`config.mk`:
```
export PLATFORM = sky130hd
export DESIGN_NAME = scan_irq_gen
export DESIGN_NICKNAME = d
export VERILOG_FILES = /design/src/rtl/scan_irq_pkg.sv /design/src/rtl/line_filter.sv /design/src/rtl/line_counter.sv /design/src/rtl/scan_irq_gen.sv
export SDC_FILE = /design/constraint.sdc
export NUM_CORES = 1
export LEC_CHECK = 0
export ABC_AREA = 1
export BUFFER_PORTS_ARGS = -buffer_cell sky130_fd_sc_hd__buf_2
export CORE_AREA = 5 5 52 54
export CTS_CLUSTER_SIZE = 25
export DETAILED_ROUTE_END_ITERATION = 6
export DIE_AREA = 0 0 57 59
export PLACE_DENSITY = 0.79
export RECOVER_POWER = 25
export SLEW_MARGIN = 5
export SYNTH_ARGS = -nofsm -noshare
export SYNTH_HDL_FRONTEND = slang
export SYNTH_SLANG_ARGS = --single-unit
```
`constraint.sdc`:
```
create_clock -name clk -period 3.1 [get_ports clk]
set_input_delay 0.155 -clock clk [delete_from_list [all_inputs] [get_ports clk]]
set_output_delay 0.155 -clock clk [all_outputs]
set_load 0.005 [all_outputs]
```
`src/rtl/scan_irq_pkg.sv`:
```
package scan_irq_pkg;
   typedef enum logic [1:0] {
      SEL_LATCH   = 2'd0,
      SEL_RESTART = 2'd1,
      SEL_ENABLE  = 2'd2,
      SEL_ACK     = 2'd3
   } reg_sel_e;
endpackage

```
`src/rtl/line_filter.sv`:
```
// Low-time qualifier for the video address line. Count saturates at
// LIMIT while the line is low; PARK is a non-qualifying holding state.
module line_filter #(
   parameter int LIMIT = 16
) (
   input  logic clk,
   input  logic rst,
   input  logic park_i,
   input  logic line_hi_i,
   output logic tick_o
);
   localparam int PARK_I = LIMIT + 1;
   localparam int FW     = $clog2(PARK_I + 1);
   localparam logic [FW-1:0] LIM_V  = FW'(LIMIT);
   localparam logic [FW-1:0] PARK_V = FW'(PARK_I);

   initial assert (LIMIT >= 1) else $error("line_filter: LIMIT must be >= 1");

   logic [FW-1:0] cnt_q;

   always_ff @(posedge clk) begin
      if (rst || park_i)
         cnt_q <= PARK_V;
      else if (line_hi_i)
         cnt_q <= '0;
      else if (cnt_q < LIM_V)
         cnt_q <= cnt_q + FW'(1);
   end

   assign tick_o = line_hi_i && !park_i && (cnt_q == LIM_V);

   a_r2_hold_at_limit: assert property (@(posedge clk) disable iff (rst)
      (!park_i && !line_hi_i && cnt_q >= LIM_V) |=> cnt_q == $past(cnt_q));
   a_r2_clear_on_high: assert property (@(posedge clk) disable iff (rst)
      (!park_i && line_hi_i) |=> cnt_q == '0);
   a_r6_park_state: assert property (@(posedge clk) disable iff (rst)
      park_i |=> cnt_q == PARK_V);
endmodule

```
`src/rtl/line_counter.sv`:
```
// Scanline down-counter with reload on zero.
module line_counter #(
   parameter int CNT_W = 8
) (
   input  logic             clk,
   input  logic             rst,
   input  logic             load_i,
   input  logic             tick_i,
   input  logic [CNT_W-1:0] reload_i,
   output logic             zero_hit_o
);
   initial assert (CNT_W >= 1) else $error("line_counter: CNT_W must be >= 1");

   logic [CNT_W-1:0] cnt_q;

   always_ff @(posedge clk) begin
      if (rst)
         cnt_q <= '0;
      else if (load_i)
         cnt_q <= reload_i;
      else if (tick_i)
         cnt_q <= (cnt_q == '0) ? reload_i : cnt_q - CNT_W'(1);
   end

   assign zero_hit_o = tick_i && !load_i && (cnt_q == '0);

   a_r3_reload_on_zero: assert property (@(posedge clk) disable iff (rst)
      (tick_i && !load_i && cnt_q == '0) |=> cnt_q == $past(reload_i));
   a_r3_decrement: assert property (@(posedge clk) disable iff (rst)
      (tick_i && !load_i && cnt_q != '0) |=> cnt_q == $past(cnt_q) - CNT_W'(1));
   a_r6_load_value: assert property (@(posedge clk) disable iff (rst)
      load_i |=> cnt_q == $past(reload_i));
endmodule

```
`src/rtl/scan_irq_gen.sv`:
```
module scan_irq_gen
   import scan_irq_pkg::*;
#(
   parameter int CNT_W      = 8,
   parameter int FILT_LIMIT = 16,
   parameter int IRQ_DELAY  = 1
) (
   input  logic             clk,
   input  logic             rst,
   input  logic             vaddr_hi,
   input  logic             wr_en,
   input  logic [1:0]       wr_sel,
   input  logic [CNT_W-1:0] wr_data,
   output logic             irq_n
);
   initial assert (IRQ_DELAY == 0 || IRQ_DELAY == 1)
      else $error("scan_irq_gen: IRQ_DELAY must be 0 or 1");

   logic do_latch, do_restart, do_enable, do_ack;
   assign do_latch   = wr_en && (wr_sel == SEL_LATCH);
   assign do_restart = wr_en && (wr_sel == SEL_RESTART);
   assign do_enable  = wr_en && (wr_sel == SEL_ENABLE);
   assign do_ack     = wr_en && (wr_sel == SEL_ACK);

   logic [CNT_W-1:0] latch_q;
   logic             irq_en_q;
   logic             irq_q;
   logic             line_tick;
   logic             zero_hit;
   logic             req;

   always_ff @(posedge clk) begin
      if (rst)           latch_q <= '0;
      else if (do_latch) latch_q <= wr_data;
   end

   always_ff @(posedge clk) begin
      if (rst || do_ack)  irq_en_q <= 1'b0;
      else if (do_enable) irq_en_q <= 1'b1;
   end

   line_filter #(.LIMIT(FILT_LIMIT)) i_filter (
      .clk       (clk),
      .rst       (rst),
      .park_i    (do_restart),
      .line_hi_i (vaddr_hi),
      .tick_o    (line_tick)
   );

   line_counter #(.CNT_W(CNT_W)) i_counter (
      .clk        (clk),
      .rst        (rst),
      .load_i     (do_restart),
      .tick_i     (line_tick),
      .reload_i   (latch_q),
      .zero_hit_o (zero_hit)
   );

   assign req = zero_hit && irq_en_q;

   generate
      if (IRQ_DELAY == 1) begin : g_delayed
         logic pend_q;
         always_ff @(posedge clk) begin
            if (rst || do_ack) pend_q <= 1'b0;
            else               pend_q <= req;
         end
         always_ff @(posedge clk) begin
            if (rst || do_ack) irq_q <= 1'b0;
            else if (pend_q)   irq_q <= 1'b1;
         end
         a_r4_one_cycle_late: assert property (@(posedge clk) disable iff (rst)
            (pend_q && !do_ack) |=> !irq_n);
         a_r4_not_early: assert property (@(posedge clk) disable iff (rst)
            (req && !irq_q) |=> irq_n);
      end else begin : g_direct
         always_ff @(posedge clk) begin
            if (rst || do_ack) irq_q <= 1'b0;
            else if (req)      irq_q <= 1'b1;
         end
      end
   endgenerate

   assign irq_n = ~irq_q;

   a_r8_ack_clears: assert property (@(posedge clk) disable iff (rst)
      do_ack |=> irq_n);
   a_r9_held_low: assert property (@(posedge clk) disable iff (rst)
      (!irq_n && !do_ack) |=> !irq_n);
   a_r7_needs_enable: assert property (@(posedge clk) disable iff (rst)
      (!irq_en_q && irq_n && !do_enable) |=> ##1 irq_n);
endmodule

```
# ---- After elaboration in Yosys (flattened, before gate mapping)
# Cells that the tools add are included.
dict set report op_classes {
  add_sub_neg 2
  n_lt_le_gt_ge 1
  eq_ne 4
  n_mux 5
  n_bitwise 1
  reduce_logical 17
}
# op count
set ops {}
lappend ops {{$mux 8} 3}
lappend ops {{$mux 5} 2}
lappend ops {{$logic_and 1x1->1} 9}
lappend ops {{$logic_not 8->1} 1}
lappend ops {{$sub 8x1->8 const B} 1}
lappend ops {{$add 5x1->5 const B} 1}
lappend ops {{$eq 5x5->1 const B} 1}
lappend ops {{$lt 5x5->1 const B} 1}
lappend ops {{$eq 2x2->1 const B} 2}
lappend ops {{$reduce_bool 2->1} 2}
lappend ops {{$eq 2x1->1 const B} 1}
lappend ops {{$logic_not 2->1} 1}
lappend ops {{$logic_or 1x1->1} 2}
lappend ops {{$reduce_or 2->1} 1}
lappend ops {{$logic_not 1->1} 1}
lappend ops {{$not 1->1} 1}
dict set report word_totals {
  register_bits 24
  input_bits 14
  elab_cells 37
}

# ---- Logic depth before layout (Yosys ltp)
dict set report logic_depth {
  ltp_word 8
  mapped_depth 10
  depth_no_buf 10
}

# ---- By module
# Synthesis repeated with hierarchy kept, for this count alone.
dict set report unflattened {
  hier_cells 197
  area_unflattened_um2 1345.0
}
# module n_inst cells_each area_per_inst_um2 seq_area_each_um2
set by_module_without_submodules {}
lappend by_module_without_submodules {line_counter 1 90 578.1 160.2}
lappend by_module_without_submodules {scan_irq_gen 1 68 486.7 220.2}
lappend by_module_without_submodules {line_filter 1 39 280.3 100.1}

# ---- Least setup slack after synthesis
# OpenSTA, ideal clock, no wires.
dict set report synth_path {
  path_type {reg-to-reg}
  from {register i_filter.cnt_q[0]}
  to {register i_counter.cnt_q[6]}
  setup_ns 0.066
  arrival_time_ns 1.219
  required_time_ns 3.034
  setup_slack_ns 1.815
  path_stages_with_launch 11
  path_buffers 1
  cell_sequence {dfxtp_1 -> inv_1 -> ha_1 -> nand3_1 -> nor2_2 -> nor2_4 -> inv_4 -> buf_8 -> nand2_1 -> nand2_1 -> a21oi_2}
}
dict set report synth_via {
  elab_chain_cells 3
}
# element line
set synth_rtl {}
lappend synth_rtl {{from (decl)} line_filter.sv:19} ;# logic [FW-1:0] cnt_q;
lappend synth_rtl {{from (signal assigned)} line_filter.sv:27} ;# cnt_q <= cnt_q + FW'(1);
lappend synth_rtl {{$eq 5x5->1} line_filter.sv:30} ;# assign tick_o = line_hi_i && !park_i && (cnt_q == LIM_V);
lappend synth_rtl {{$logic_and 1x1->1} line_filter.sv:30}
lappend synth_rtl {{$reduce_bool 2->1 (no source line)} -}
lappend synth_rtl {{to (signal assigned)} line_counter.sv:20} ;# cnt_q <= reload_i;
lappend synth_rtl {{to (signal assigned)} line_counter.sv:22} ;# cnt_q <= (cnt_q == '0) ? reload_i : cnt_q - CNT_W'(1);
lappend synth_rtl {{to (decl)} line_counter.sv:14} ;# logic [CNT_W-1:0] cnt_q;
# Every way passes these cells.
# A chain may end at the register's enable or synchronous reset.

# ---- Worst setup path after layout
dict set report layout_path {
  from {register i_filter.cnt_q[0]}
  to {register i_counter.cnt_q[0]}
}
# Same word-level chain as after synthesis.

==> key figures <==
Clock network
  – Clock Latency Late Sink: between 0.3 and 0.4 ns
  – CTS Root Cell: clkbuf_4
  – Hold buffer count at cts: 0
  – Clock buffer count from CTS: 3
  – Depth of the CTS H-tree: 1
  – Post-CTS Setup Inserts: 0
  – Clk buf depth: 2
  – Post-cts resize count: 0
  – Clock Sinks: 24
  – CTS tree: built
  – Clock slew at reported path FFs: around 0.12 ns

Yosys
  – Synth warn: 0
  – Post-synth EDFFs: 0
  – Top_reg_cell synth: dfxtp_1
  – Mapped cell area: 1260 sq um
  – #FFs+latches synth: 24
  – Syn Inst Count: about 170
  – Syn Nets: 192
  – Register area share after synthesis: roughly two fifths
  – Syn Area/Cell: ~7.3 sq um
  – Synth cell types: 26
  – Synth async-reset ratio: 0%

Floorplan
  – Initial Util: between 50 and 60%
  – Row Count: 17
  – Full die area: 3360 sq um
  – Die Y: 59 um
  – Core area: 2170 sq um
  – Top Ports: 15
  – DIE WIDTH: 57 um

Finish
  – Fraction of layout cells with a size suffix above 1: between 10% and 20%
  – Syn-to-layout area delta: 8.71%
  – Final Util: between 60% and 70%
  – Final net count: 207
  – Design area: between 1000 and 1500 sq um
  – Ant diodes: 0
  – # fillers: approximately 210

STA
  – Final period util: 48.1%
  – Setup TNS: 0 ns
  – Slew at the pin closest to its max-slew limit: about 0.44 ns
  – RSZ-0062 raised after global routing: false
  – Hold Fails Final Rpt: 0
  – Fin crit period: between 1 and 1.5 ns
  – Fin Clk Skew: ~0.0011 ns
  – Hold WS: 0.0537 ns
  – Fmax: 671 MHz
  – Headroom to the max-slew limit: 70.8%
  – Final number of setup-violating endpoints: 0
  – Slew Limit Fails: 0

GRT
  – Initial antenna violation count: 0
  – First-pass GRT wire length: ~4.4 mm
  – Overflow after GRT: 0
  – Largest net degree at the start of global routing: 16
  – Gr usage total: 16.2%
  – Vias in the first global route: about 1100

Pwr
  – Clock power share: a little over a fifth
  – Internal Power: around 0.49 mW
  – Part of the power in registers: ~47%
  – Switching share of power: around 35%
  – PwrDens: 539 nW/um^2
  – P_sw: roughly 0.26 mW
  – Worst vdd ir: 379 uV
  – P_leak: between 0.6 and 0.7 nW
  – Combinational power share: 31.3%

Detailed routing
  – Drt drc: 0
  – WL final: 2.36 mm
  – Vias: between 1000 and 1500
  – DR iter-0 viols: 22
  – Per-cell routed wire length: between 10 and 15 um
  – Router iterations before antenna repair: 4
  – Routed vias/inst: slightly above 5
  – Detail Route Antenna Nets: 0

Placement
  – Port Buffer Count: 14
  – Post-placement cell area: ~1300 sq um
  – Routability Congestion: 0.836
  – Post-DP HPWL: around 1.9 mm

Setup path
  – Required time of the critical path: roughly 3.3 ns
  – Crit path DAT: around 1.7 ns
  – Kind of critical path: reg2reg
  – CP endpoint kind: register
  – Reg2Reg Depth: 10
  – Setup crit start kind: register
  – Crit-path max FO: 12
  – Critical R2R Launch: i_filter.cnt_q[0]
  – R2R setup slack: 1.61 ns
  – Worst reg2reg endpoint: i_counter.cnt_q[0]

Flow run
  – Number of max-cap violations: 0

Worst hold path
  – Hold endpoint: latch_q[1]
  – HP Class: in2reg
  – Hold_sp: wr_data[1]
  – Cell depth of the worst hold path: 3

Outcome
  – Status: completed
state kept, by name, summed over array words and instances (netlist names):
name              flops
latch_q               8
i_filter.cnt_q        5
irq_en_q              1
i_counter.cnt_q       8
irq_q                 1
g_delayed.pend_q      1
Yosys cell counts, types with 2 or more instances:
library cell / number / area, sq um
o21ai_0: 15 / 75.1
nand3_1: 13 / 65.1
inv_1: 28 / 105
nor2_4: 4 / 45.0
ha_1: 4 / 50.1
inv_2: 2 / 7.51
a21oi_2: 2 / 17.5
nor2_2: 3 / 18.8
o21ai_1: 5 / 25.0
nand2_1: 29 / 109
nand2_2: 4 / 25.0
nor3_1: 2 / 10.0
xor2_1: 3 / 26.3
a21oi_1: 14 / 70.1
nor2_1: 11 / 41.3
buf_2: 2 / 10.0
dfxtp_1: 24 / 480
power by group through the flow:
stage | Sequential (mW) | Clock, mW | Combinational (mW)
finish | 0.346 | 0.163 | 0.232
global route | 0.349 | 0.181 | 0.265
CTS | 0.346 | 0.171 | 0.232
detailed placement | 0.352 | 0 | 0.231
global placement | 0.351 | 0 | 0.224
floorplan | 0.348 | 0 | 0.191
cells by family after synthesis:
family / after synthesis / share of synthesized area, %
compound gates: 39 / 17.5
flops: 24 / 38.0
buf+inv: 35 / 11.7
xor+xnor: 3 / 2.08
fa+ha+maj: 4 / 3.96
simple gates: 69 / 26.7
per-stage QoR:
stage / instances / worst slack, ns / power [mW]
after global routing: 216 / 1.47 / 0.796
after detailed placement: 212 / 1.63 / 0.583
after CTS: 216 / 1.59 / 0.748
after global placement: 212 / 1.66 / 0.575
final: 216 / 1.61 / 0.741
after floorplan: 174 / 1.82 / 0.539
cell type report:
type / instances / area, sq um / area share [%]
flip-flops and latches: 24 / 480 / 35.0
repair buffers: 14 / 67.6 / 4.92
well taps: 28 / 35.0 / 2.55
inverters: 31 / 119 / 8.65
clock buffers: 4 / 36.3 / 2.64
multi-input cells: 115 / 636 / 46.3
metal layers:
metal  global-route usage (%)  vias up  share of wire (%)
met4                     7.95        0                2.1
li1                         -      581                  -
met1                     19.9      480                 49
met5                        0        -                  0
met2                     27.7       18                 46
met3                     2.40        7                3.3
cell usage in the layout, fill, tap and decap left out:
cell type / count
nand3_2: 1
clkbuf_8: 1
clkbuf_4: 3
nand2_1: 29
o41ai_1: 1
inv_4: 1
o21ai_4: 1
and3_1: 1
nor3_1: 2
dfxtp_1: 24
xor2_1: 3
a21oi_2: 2
nand2_2: 4
o21ai_2: 1
inv_2: 2
nand3b_1: 1
nor2_4: 4
nor2_1: 11
o21ai_0: 15
clkbuf_1: 2
inv_1: 28
a21oi_1: 14
nor2_2: 3
o21ai_1: 5
buf_2: 12
ha_1: 4
nand3_1: 13
critical path: stages (launching register included):
cell and delay (ns):
dfxtp_1 0.39, inv_1 0.08, ha_1 0.19, nand3_1 0.10, nor2_2 0.06, nor2_4 0.17, inv_4 0.10, o21ai_0 0.15
inv_1 0.05, o21ai_1 0.07, inv_1 0.05
worst max path at each step:
stage                            startpoint            endpoint  slack (ns)  cells after the start
after floorplan           i_filter.cnt_q[0]  i_counter.cnt_q[6]        1.82                     10
after global placement    i_filter.cnt_q[0]  i_counter.cnt_q[0]        1.66                     10
after detailed placement  i_filter.cnt_q[0]  i_counter.cnt_q[0]        1.63                     10
after CTS                 i_filter.cnt_q[0]  i_counter.cnt_q[0]        1.59                     10
after global routing      i_filter.cnt_q[0]  i_counter.cnt_q[0]        1.47                     10
final                     i_filter.cnt_q[0]  i_counter.cnt_q[0]        1.61                     10
No activity file was read; power rests on OpenSTA's default activity.
